`config.mk`:
```
export PLATFORM = sky130hd
export DESIGN_NAME = rng_regblock
export DESIGN_NICKNAME = d
export VERILOG_FILES = /design/src/rtl/rng_regblock_pkg.sv /design/src/rtl/rng_op_engine.sv /design/src/rtl/rng_word_src.sv /design/src/rtl/rng_word_fifo.sv /design/src/rtl/rng_regblock.sv
export SDC_FILE = /design/constraint.sdc
export NUM_CORES = 1
export LEC_CHECK = 0
export ABC_AREA = 0
export BUFFER_PORTS_ARGS = -buffer_cell sky130_fd_sc_hd__buf_2
export CAP_MARGIN = 20
export CORE_MARGIN = 8
export CORE_UTILIZATION = 56
export DETAILED_ROUTE_END_ITERATION = 12
export MAX_ROUTING_LAYER = met4
export PLACE_DENSITY = 0.76
export SYNTH_ARGS = -nofsm -noshare
export SYNTH_HDL_FRONTEND = slang
export SYNTH_HIERARCHICAL = 1
export SYNTH_SLANG_ARGS = --single-unit
```
`constraint.sdc`:
```
create_clock -name clk -period 3.3 [get_ports clk]
set_clock_uncertainty 0.1 [all_clocks]
set_input_delay 0.495 -clock clk [delete_from_list [all_inputs] [get_ports clk]]
set_output_delay 0.495 -clock clk [all_outputs]
set_load 0.02 [all_outputs]
```
`src/rtl/rng_regblock_pkg.sv`:
```
// Shared constants for the random number generator register block.
// Assumes a byte-addressed 32-bit register bus with word-aligned offsets.
package rng_regblock_pkg;

    localparam int BUS_AW = 8;
    localparam int BUS_DW = 32;

    // Register offsets
    localparam logic [BUS_AW-1:0] OFS_IDENT  = 8'h00;
    localparam logic [BUS_AW-1:0] OFS_CMD    = 8'h04;
    localparam logic [BUS_AW-1:0] OFS_CTRL   = 8'h08;
    localparam logic [BUS_AW-1:0] OFS_STATUS = 8'h0C;
    localparam logic [BUS_AW-1:0] OFS_ERRC   = 8'h10;
    localparam logic [BUS_AW-1:0] OFS_POP    = 8'h14;

    // Command bit positions
    localparam int CMD_SELFTEST = 0;
    localparam int CMD_SEED     = 1;
    localparam int CMD_CLRINT   = 4;
    localparam int CMD_CLRERR   = 5;

    // Control bit positions
    localparam int CTRL_AUTO  = 4;
    localparam int CTRL_MDONE = 5;
    localparam int CTRL_MERR  = 6;

    // Status bit positions
    localparam int STAT_STDONE   = 4;
    localparam int STAT_SEEDDONE = 5;
    localparam int STAT_LVL_LO   = 8;
    localparam int STAT_ERR      = 16;

    // Error codes
    localparam logic [BUS_DW-1:0] ERR_NONE     = 32'h0;
    localparam logic [BUS_DW-1:0] ERR_SELFTEST = 32'h1;
    localparam logic [BUS_DW-1:0] ERR_STAT     = 32'h8;

    typedef enum logic [1:0] {
        OP_IDLE     = 2'd0,
        OP_SELFTEST = 2'd1,
        OP_SEED     = 2'd2
    } op_state_e;

endpackage

```
`src/rtl/rng_op_engine.sv`:
```
// Operation sequencer: runs self-test and seed generation for a fixed
// number of cycles, holds the done flags, the error code and the seeded
// state, and forms the interrupt. Assumes ST_CYCLES and SEED_CYCLES >= 1.
module rng_op_engine
    import rng_regblock_pkg::*;
#(
    parameter int ST_CYCLES   = 64,
    parameter int SEED_CYCLES = 512
) (
    input  logic              clk,
    input  logic              rst_n,
    input  logic              start_selftest,
    input  logic              start_seed,
    input  logic              auto_reseed_req,
    input  logic              clr_int,
    input  logic              clr_err,
    input  logic              selftest_fail,
    input  logic              stat_fail,
    input  logic              mask_done,
    input  logic              mask_err,
    output logic              busy,
    output logic              st_done,
    output logic              seed_done,
    output logic              seeded,
    output logic              seed_ok,
    output logic [BUS_DW-1:0] err_code,
    output logic              irq
);

    localparam int MAX_CYC = (ST_CYCLES > SEED_CYCLES) ? ST_CYCLES : SEED_CYCLES;
    localparam int TW      = $clog2(MAX_CYC + 1);

    op_state_e       state;
    logic [TW-1:0]   timer;
    logic            finishing;

    // The running operation completes on this edge
    assign finishing = (state != OP_IDLE) && (timer == '0);
    // A seed completes on this edge with a passing outcome
    assign seed_ok   = (state == OP_SEED) && (timer == '0) && !stat_fail;
    assign busy      = (state != OP_IDLE);

    // Sequencing, flags and error code
    always_ff @(posedge clk) begin
        if (!rst_n) begin
            state     <= OP_IDLE;
            timer     <= '0;
            st_done   <= 1'b0;
            seed_done <= 1'b0;
            seeded    <= 1'b0;
            err_code  <= ERR_NONE;
        end else begin
            if (clr_err) begin
                err_code  <= ERR_NONE;
                st_done   <= 1'b0;
                seed_done <= 1'b0;
            end else if (clr_int && (err_code == ERR_NONE)) begin
                st_done   <= 1'b0;
                seed_done <= 1'b0;
            end

            unique case (state)
                OP_IDLE: begin
                    if (start_selftest) begin
                        state <= OP_SELFTEST;
                        timer <= TW'(ST_CYCLES - 1);
                    end else if (start_seed || (auto_reseed_req && seeded)) begin
                        state <= OP_SEED;
                        timer <= TW'(SEED_CYCLES - 1);
                    end
                end
                OP_SELFTEST: begin
                    if (finishing) begin
                        state   <= OP_IDLE;
                        st_done <= 1'b1;
                        if (selftest_fail) err_code <= ERR_SELFTEST;
                    end else begin
                        timer <= timer - 1'b1;
                    end
                end
                OP_SEED: begin
                    if (finishing) begin
                        state     <= OP_IDLE;
                        seed_done <= 1'b1;
                        if (stat_fail) begin
                            err_code <= ERR_STAT;
                            seeded   <= 1'b0;
                        end else begin
                            seeded   <= 1'b1;
                        end
                    end else begin
                        timer <= timer - 1'b1;
                    end
                end
                default: state <= OP_IDLE;
            endcase
        end
    end

    // Interrupt: masked done flags or masked error
    assign irq = ((st_done || seed_done) && !mask_done) ||
                 ((err_code != ERR_NONE) && !mask_err);

endmodule

```
`src/rtl/rng_word_src.sv`:
```
// Stand-in word source: a 32-bit Galois LFSR stirred on each successful
// seed, plus the served-word counter that requests automatic reseeding.
// Assumes RESEED_WORDS >= 1; it is not an entropy source.
module rng_word_src
    import rng_regblock_pkg::*;
#(
    parameter int RESEED_WORDS = 1 << 20
) (
    input  logic              clk,
    input  logic              rst_n,
    input  logic              advance,
    input  logic              load_seed,
    input  logic              served,
    input  logic              auto_en,
    output logic [BUS_DW-1:0] word,
    output logic              reseed_req
);

    localparam int                CW      = $clog2(RESEED_WORDS + 1);
    localparam logic [BUS_DW-1:0] TAPS    = 32'hA300_0000;
    localparam logic [BUS_DW-1:0] INIT    = 32'h1D87_2B41;

    logic [BUS_DW-1:0] lfsr;
    logic [BUS_DW-1:0] mix;
    logic [15:0]       stir;
    logic [CW-1:0]     served_cnt;

    // Seed value taken from the current state and a free-running stir count
    assign mix = lfsr ^ {stir, ~stir};

    // Free-running stir counter
    always_ff @(posedge clk) begin
        if (!rst_n) stir <= '0;
        else        stir <= stir + 1'b1;
    end

    // LFSR state: reload on seed, step on each word taken
    always_ff @(posedge clk) begin
        if (!rst_n) begin
            lfsr <= INIT;
        end else if (load_seed) begin
            lfsr <= (mix == '0) ? INIT : mix;
        end else if (advance) begin
            lfsr <= {1'b0, lfsr[BUS_DW-1:1]} ^ (lfsr[0] ? TAPS : '0);
        end
    end

    // Served-word count, saturating at the reseed limit
    always_ff @(posedge clk) begin
        if (!rst_n) begin
            served_cnt <= '0;
        end else if (load_seed) begin
            served_cnt <= '0;
        end else if (served && (served_cnt < CW'(RESEED_WORDS))) begin
            served_cnt <= served_cnt + 1'b1;
        end
    end

    assign word       = lfsr;
    assign reseed_req = auto_en && (served_cnt == CW'(RESEED_WORDS));

endmodule

```
`src/rtl/rng_word_fifo.sv`:
```
// Output word queue. The caller pushes only when not full and pops only
// when not empty. Assumes DEPTH >= 2; non-power-of-two depths wrap explicitly.
module rng_word_fifo
    import rng_regblock_pkg::*;
#(
    parameter int DEPTH = 16
) (
    input  logic                       clk,
    input  logic                       rst_n,
    input  logic                       push,
    input  logic                       pop,
    input  logic [BUS_DW-1:0]          wdata,
    output logic [BUS_DW-1:0]          rdata,
    output logic [$clog2(DEPTH+1)-1:0] count,
    output logic                       full,
    output logic                       empty
);

    localparam int PW = $clog2(DEPTH);
    localparam int CW = $clog2(DEPTH + 1);

    logic [BUS_DW-1:0] mem [DEPTH];
    logic [PW-1:0]     wr_ptr, rd_ptr, wr_nxt, rd_nxt;

    generate
        if ((DEPTH & (DEPTH - 1)) == 0) begin : g_pow2
            assign wr_nxt = wr_ptr + 1'b1;
            assign rd_nxt = rd_ptr + 1'b1;
        end else begin : g_wrap
            assign wr_nxt = (wr_ptr == PW'(DEPTH - 1)) ? '0 : wr_ptr + 1'b1;
            assign rd_nxt = (rd_ptr == PW'(DEPTH - 1)) ? '0 : rd_ptr + 1'b1;
        end
    endgenerate

    // Storage write
    always_ff @(posedge clk) begin
        if (push) mem[wr_ptr] <= wdata;
    end

    // Pointers and occupancy
    always_ff @(posedge clk) begin
        if (!rst_n) begin
            wr_ptr <= '0;
            rd_ptr <= '0;
            count  <= '0;
        end else begin
            if (push) wr_ptr <= wr_nxt;
            if (pop)  rd_ptr <= rd_nxt;
            case ({push, pop})
                2'b10:   count <= count + 1'b1;
                2'b01:   count <= count - 1'b1;
                default: count <= count;
            endcase
        end
    end

    assign rdata = mem[rd_ptr];
    assign full  = (count == CW'(DEPTH));
    assign empty = (count == '0);

endmodule

```
`src/rtl/rng_regblock.sv`:
```
// Register block of the random number generator: decodes the bus,
// holds the control word, composes status and read data, and wires the
// sequencer, word source and queue. Reads are combinational in the
// strobe cycle; a read of the pop port removes a word on that edge.
module rng_regblock
    import rng_regblock_pkg::*;
#(
    parameter int         FIFO_DEPTH   = 16,
    parameter int         ST_CYCLES    = 64,
    parameter int         SEED_CYCLES  = 512,
    parameter int         RESEED_WORDS = 1 << 20,
    parameter logic [3:0] HW_TYPE      = 4'h2,
    parameter logic [7:0] REV_MAJOR    = 8'h01,
    parameter logic [7:0] REV_MINOR    = 8'h00
) (
    input  logic              clk,
    input  logic              rst_n,
    input  logic [BUS_AW-1:0] bus_addr,
    input  logic              bus_wr_en,
    input  logic [BUS_DW-1:0] bus_wdata,
    input  logic              bus_rd_en,
    output logic [BUS_DW-1:0] bus_rdata,
    input  logic              selftest_fail_in,
    input  logic              stat_fail_in,
    output logic              irq_out
);

    localparam int CNT_W = $clog2(FIFO_DEPTH + 1);

    logic              wr_cmd, wr_ctrl;
    logic [2:0]        ctrl_q;          // {mask err, mask done, auto}
    logic              busy, st_done, seed_done, seeded, seed_ok;
    logic [BUS_DW-1:0] err_code;
    logic [BUS_DW-1:0] src_word, head_word;
    logic              reseed_req;
    logic              fifo_push, fifo_pop, fifo_full, fifo_empty;
    logic [CNT_W-1:0]  fifo_count;
    logic [3:0]        level;
    logic [BUS_DW-1:0] status_word, ident_word;
    logic              unused_wbits;

    assign wr_cmd  = bus_wr_en && (bus_addr == OFS_CMD);
    assign wr_ctrl = bus_wr_en && (bus_addr == OFS_CTRL);
    assign unused_wbits = ^{bus_wdata[BUS_DW-1:7], bus_wdata[3:2]};

    // Control word storage
    always_ff @(posedge clk) begin
        if (!rst_n) ctrl_q <= 3'b110;
        else if (wr_ctrl) ctrl_q <= bus_wdata[CTRL_MERR:CTRL_AUTO];
    end

    rng_op_engine #(
        .ST_CYCLES   (ST_CYCLES),
        .SEED_CYCLES (SEED_CYCLES)
    ) u_engine (
        .clk             (clk),
        .rst_n           (rst_n),
        .start_selftest  (wr_cmd && bus_wdata[CMD_SELFTEST]),
        .start_seed      (wr_cmd && bus_wdata[CMD_SEED]),
        .auto_reseed_req (reseed_req),
        .clr_int         (wr_cmd && bus_wdata[CMD_CLRINT]),
        .clr_err         (wr_cmd && bus_wdata[CMD_CLRERR]),
        .selftest_fail   (selftest_fail_in),
        .stat_fail       (stat_fail_in),
        .mask_done       (ctrl_q[1]),
        .mask_err        (ctrl_q[2]),
        .busy            (busy),
        .st_done         (st_done),
        .seed_done       (seed_done),
        .seeded          (seeded),
        .seed_ok         (seed_ok),
        .err_code        (err_code),
        .irq             (irq_out)
    );

    assign fifo_push = seeded && !busy && !fifo_full;
    assign fifo_pop  = bus_rd_en && (bus_addr == OFS_POP) && !fifo_empty;

    rng_word_src #(
        .RESEED_WORDS (RESEED_WORDS)
    ) u_src (
        .clk        (clk),
        .rst_n      (rst_n),
        .advance    (fifo_push),
        .load_seed  (seed_ok),
        .served     (fifo_pop),
        .auto_en    (ctrl_q[0]),
        .word       (src_word),
        .reseed_req (reseed_req)
    );

    rng_word_fifo #(
        .DEPTH (FIFO_DEPTH)
    ) u_fifo (
        .clk   (clk),
        .rst_n (rst_n),
        .push  (fifo_push),
        .pop   (fifo_pop),
        .wdata (src_word),
        .rdata (head_word),
        .count (fifo_count),
        .full  (fifo_full),
        .empty (fifo_empty)
    );

    // Fill level field, saturating at 15
    generate
        if (CNT_W > 4) begin : g_lvl_sat
            assign level = (fifo_count > CNT_W'(15)) ? 4'hF : fifo_count[3:0];
        end else if (CNT_W == 4) begin : g_lvl_eq
            assign level = fifo_count;
        end else begin : g_lvl_ext
            assign level = {{(4 - CNT_W){1'b0}}, fifo_count};
        end
    endgenerate

    // Status word composition
    always_comb begin
        status_word                = '0;
        status_word[STAT_STDONE]   = st_done;
        status_word[STAT_SEEDDONE] = seed_done;
        status_word[STAT_LVL_LO+:4] = level;
        status_word[STAT_ERR]      = (err_code != ERR_NONE);
    end

    assign ident_word = {HW_TYPE, 12'h000, REV_MAJOR, REV_MINOR};

    // Read data multiplexer
    always_comb begin
        bus_rdata = '0;
        if (bus_rd_en) begin
            unique case (bus_addr)
                OFS_IDENT:  bus_rdata = ident_word;
                OFS_CMD:    bus_rdata = '0;
                OFS_CTRL:   bus_rdata = {25'b0, ctrl_q, 4'b0};
                OFS_STATUS: bus_rdata = status_word;
                OFS_ERRC:   bus_rdata = err_code;
                OFS_POP:    bus_rdata = fifo_empty ? '0 : head_word;
                default:    bus_rdata = '0;
            endcase
        end
    end

endmodule

```
Word level (Yosys, flattened, before mapping)
Memory sizes are Yosys's and may differ from the RTL's. A register that Yosys moved wholly into a read port is not among the register bits.
Cells that the tools add are included.
Operators by class
  $add $sub $neg: 7
  $lt $le $gt $ge: 2
  equal/unequal tests: 14
  muxes and demuxes: 36
  bitwise gates (word level): 4
  reductions and logical operators: 44
Operators by type and width (number)
  $mux 32: 11
  $pmux 32 s5: 1
  $logic_not 32->1: 2
  $pmux 32 s2: 1
  $reduce_bool 32->1: 1
  $xor 31x32->32: 1
  $xor 32x32->32: 1
  $mux 10: 3
  $add 21x1->21 const B: 1
  $eq 21x21->1 const B: 1
  $lt 21x21->1 const B: 1
  $pmux 10 s2: 1
  $logic_and 1x1->1: 19
  $add 16x1->16 const B: 1
  $eq 8x4->1 const B: 2
  $eq 8x5->1 const B: 2
  $not 16->16: 1
  $mux 4: 3
  $mux 1: 11
  $logic_not 10->1: 1
  $pmux 5 s2: 1
  $sub 10x1->10 const B: 1
  $add 4x1->4 const B: 2
  $eq 8x3->1 const B: 1
  21 further kinds: 37
Storage, ports and cells
  bits in registers: 132
  memory bits (writable): 512
  input bits: 46
  output and inout port bits: 33
  logic and storage cells: 121
  memories kept: 1
Memory list
  u_fifo.mem: words 16, bits a word 32, read ports 1, clocked after memory_dff 1, wr ports 1, line rng_word_fifo.sv:22  | logic [BUS_DW-1:0] mem [DEPTH];

Depth between registers and ports, before layout
  depth after elaboration: 8
  mapped depth: 13

Hierarchy
Netlist, hierarchy kept.
Modules (own cells, without submodules)
  rng_word_fifo: instances 1, cells each 896, area an instance 20094.3 um^2
  rng_word_src: instances 1, cells each 462, area an instance 3701.0 um^2
  rng_op_engine: instances 1, cells each 205, area an instance 2079.5 um^2
  rng_regblock: instances 1, cells each 137, area an instance 883.3 um^2

Worst setup path after synthesis
No wires, ideal clock.
  path kind: input port to flip-flop
  start: input port bus_addr[3]
  end: register u_fifo.count[4]
  setup time: 0.064 ns
  data arrival time: 3.268 ns
  data required time: 3.136 ns
  path slack: -0.132 ns
  cell stages on the path: 11
  path buffers: 1
  cells stage by stage: or4b_1 -> nor3_4 -> buf_6 -> and2_1 -> ha_1 -> xor2_1 -> ha_1 -> a21oi_1 -> a221oi_1 -> or4b_1 -> nand4_1
On the way
  cells in the longest elaborated chain, start to end: 5
  elaborated cells between the ends (all ways): 7
  classes of those cells: 3 x eq/ne; 1 x mux; 3 x reduce/logical
RTL lines
  start, declared: line rng_regblock.sv:18  | input logic [BUS_AW-1:0] bus_addr,
  $eq 8x5->1 (*): line rng_regblock.sv:77  | assign fifo_pop = bus_rd_en && (bus_addr == OFS_POP) && !fifo_empty;
  $logic_and 1x1->1 (*) (2 in a row): line rng_regblock.sv:77
  named net fifo_pop: line rng_regblock.sv:36  | logic fifo_push, fifo_pop, fifo_full, fifo_empty;
  $eq 2x1->1 or $eq 2x2->1 (tied branches): line rng_word_fifo.sv:49  | case ({push, pop})
  $pmux 5 s2 or $reduce_bool 2->1 (tied branches)
  end signal, assigned: line rng_word_fifo.sv:50  | 2'b10: count <= count + 1'b1;
  end signal, assigned: line rng_word_fifo.sv:51  | 2'b01: count <= count - 1'b1;
  end signal, assigned: line rng_word_fifo.sv:52  | default: count <= count;
  end, declared: line rng_word_fifo.sv:14  | output logic [$clog2(DEPTH+1)-1:0] count,
Mark *: on every way through the listed nets, which the timed path passes. The rest lies on a longest branch.
A chain may end at the register's enable or synchronous reset.

==> metrics <==
post-DR wirelength/cell=26.9 um; Ports=79; RSZ-0062 raised after global routing=yes; Crit Path Max Fanout=10; Layout Utilization=66.3%; Synth area leader=edfxtp_1; n_diodes=0; Synth top area share=57.5%; FF-to-FF path depth=11; synth top area cells=edfxtp_1 (57%), mux4_2 (11%), dfxtp_1 (10%); leakage=10.3 nW; post-route ant nets=0; Yosys reg bits=648; CTS tree=yes; period utilisation layout=102%; PortBufs=51; Post-synth EDFFs=512; Starting Density=56.4%; CTS Sinks=648; final wirelength=67600 um; startpoint types=flip-flop; critical path class=reg -> out; Syn. warnings=6; Synth Flop Type=edfxtp_1; top post-synthesis cells by count=edfxtp_1 (512), dfxtp_1 (136), mux4_2 (128); first-pass GRT wire length=100000 um; clock buffer depth=3; Die Y=235 um; max_slew headroom=29.1%; arrival time worst endpoint=2780 ps; final setup vio count=14; largest net degree at the start of global routing=54; sequential share of the synthesized area=67.6%; synthesized area=26800 um^2; full die area=55000 um^2; Max Fclk=297 MHz; die span in x=235 um; clock root buffer master=clkbuf_16; Final Hold Fails=0; number of core rows=80; FFs w/ async S/R, synth=0%; Worst-path clk slew=60 ps; syn avg cell area=15.7 um^2; CTS H-tree lvls=3; DP HPWL=39800 um; Syn Inst Count=1700; vias in the first global route=16.4k; Final GP Congestion=0.944; # placed instances=2358; PwrDens=528 nW/um^2; number of DRC markers in iteration 0=1828; layout cell share with drive strength beyond 1=28.7%; Hold Path Class=in -> reg; flop-to-flop setup slack=300 ps; initial antenna violation count=0; vias per cell=6.53; Critical Path End=bus_rdata[17]; final setup margin=-70.3 ps; synth-to-layout area growth=17.5%; R2R Path End=u_fifo/count[4]$_SDFFE_PN0P_; status=finished, violations left; pre-CTS setup slack=79.1 ps; crit path capture type=primary output; maxcap violations=0; failing checks=negative setup slack; maximum vdd drop=527 uV; Syn Nets=1763; Overall Global Routing Usage=25.4%; Final min period=3370 ps; clk_lat worst skew=620 ps; FF-to-FF Start=u_fifo/count[3]$_SDFFE_PN0P_; total core area=47400 um^2; most numerous cell in the Yosys netlist=edfxtp_1; Least-Margin Pin Slew=1060 ps; DR pass1 iterations=5; nets@finish=1907; required time of the critical path=2700 ps; TritonCTS buffer count=68; Max Slew Vio Count=0; Distinct cells, synth=80; DR DRC count=0; min-delay src=bus_wdata[5]; Power Total=0.0166 W; routed via count=16.4k; total grt overflow=0; Layout Cells excl Fill=2512
## registers in the layout (all words and copies together), names as in the netlist, named ones only
register,flops
u_fifo/mem,512
u_src/served_cnt,21
u_fifo/count,5
u_engine/st_done,1
u_engine/timer,10
u_engine/state,2
u_engine/seed_done,1
u_engine/seeded,1
u_src/stir,16
u_src/word,32
ctrl_q,3
u_fifo/rd_ptr,4
u_engine/err_code,32
u_fifo/wr_ptr,4
## logic make-up after synthesis
family          synth area share [%]
buf+inv                         2.09
mux                             10.9
compound gates                  6.55
flops                           67.6
simple gates                    9.78
fa+ha+maj                      0.795
xor+xnor                        2.23
## layout by cell type (no fill, tap or decap), types with 9 or more instances in the layout
cell       count
a21oi_1       44
a22oi_1       28
a22oi_2       63
a31oi_1       15
and2_1        27
and2_2        18
and2_4        20
and3_1        12
buf_12        29
buf_16         9
buf_2         32
buf_4         89
clkbuf_1      18
clkbuf_16     74
clkinv_1      13
dfxtp_1      134
edfxtp_1     512
ha_1          16
inv_1         19
mux4_2       128
nand2_1       86
nand2_2       13
nand2b_1      12
nand3_1       39
nand4_1       37
nor2_1        93
nor2b_1       17
nor3_1        19
nor4_1        21
o21ai_0       20
o22ai_1        9
xnor2_1       30
xor2_1        38
## critical path, cell delays in order, from the launching register on
cell     delay, ps
dfxtp_4        380
buf_12         140
buf_16         150
buf_16         170
mux4_2         510
a22oi_2        210
nand2_1        130
a22oi_2        190
nor2_2          90
buf_4          190
## report_power, final
group | total [W] | switching, W | internal (W)
logic | 0.000415 | 0.000272 | 0.000143
registers | 0.00881 | 0.0000519 | 0.00876
clock network | 0.00737 | 0.00308 | 0.00430
## how the worst min path moves through the flow
| stage | to | slack, ps | cells after the start |
|---|---|---|---|
| final | ctrl_q[1]$_SDFFE_PN1P_ | 50 | 3 |
| after global routing | ctrl_q[1]$_SDFFE_PN1P_ | 60 | 3 |
| after CTS | ctrl_q[1]$_SDFFE_PN1P_ | 30 | 3 |
| after detailed placement | u_engine/timer[8]$_SDFFE_PN0P_ | 370 | 2 |
| after global placement | u_engine/timer[8]$_SDFFE_PN0P_ | 370 | 2 |
| after floorplan | ctrl_q[0]$_SDFFE_PN0P_ | 350 | 2 |
## layout make-up
class,instances,area [um^2]
Sequential cell,648,18100
Fill cell,3119,16000
Multi-Input combinational cell,936,8550
Clock buffer,96,1950
Timing Repair Buffer,167,1780
Tap cell,615,769
Clock inverter,27,208
Inverter,23,86.3
## stage by stage
stage / hold WS (ps) / instance area, um^2 / TNS [ps]
6_report: 45.1 / 31500 / -442
5_1_grt: 55.1 / 31500 / -2550
4_1_cts: 25.8 / 31100 / -797
3_5_place_dp: 372 / 28300 / 0
3_3_place_gp: 367 / 28300 / 0
2_1_floorplan: 349 / 26800 / -58.2
## metal layers
layer,share of wire (%),vias to the layer above,track usage [%]
li1,-,7021,-
met3,9.8,179,5.47
met5,0,-,-
met1,38,8269,32.2
met4,3.9,0,9.69
met2,48,942,40.4
## repair_timing
action	in CTS	in global routing
setup endpoints to repair	32	32
setup buffers	13	11
hold buffers	0	0
resized for setup	75	56
pin swaps	22	29
gates cloned	7	2
No activity file was read; power rests on OpenSTA's default activity.
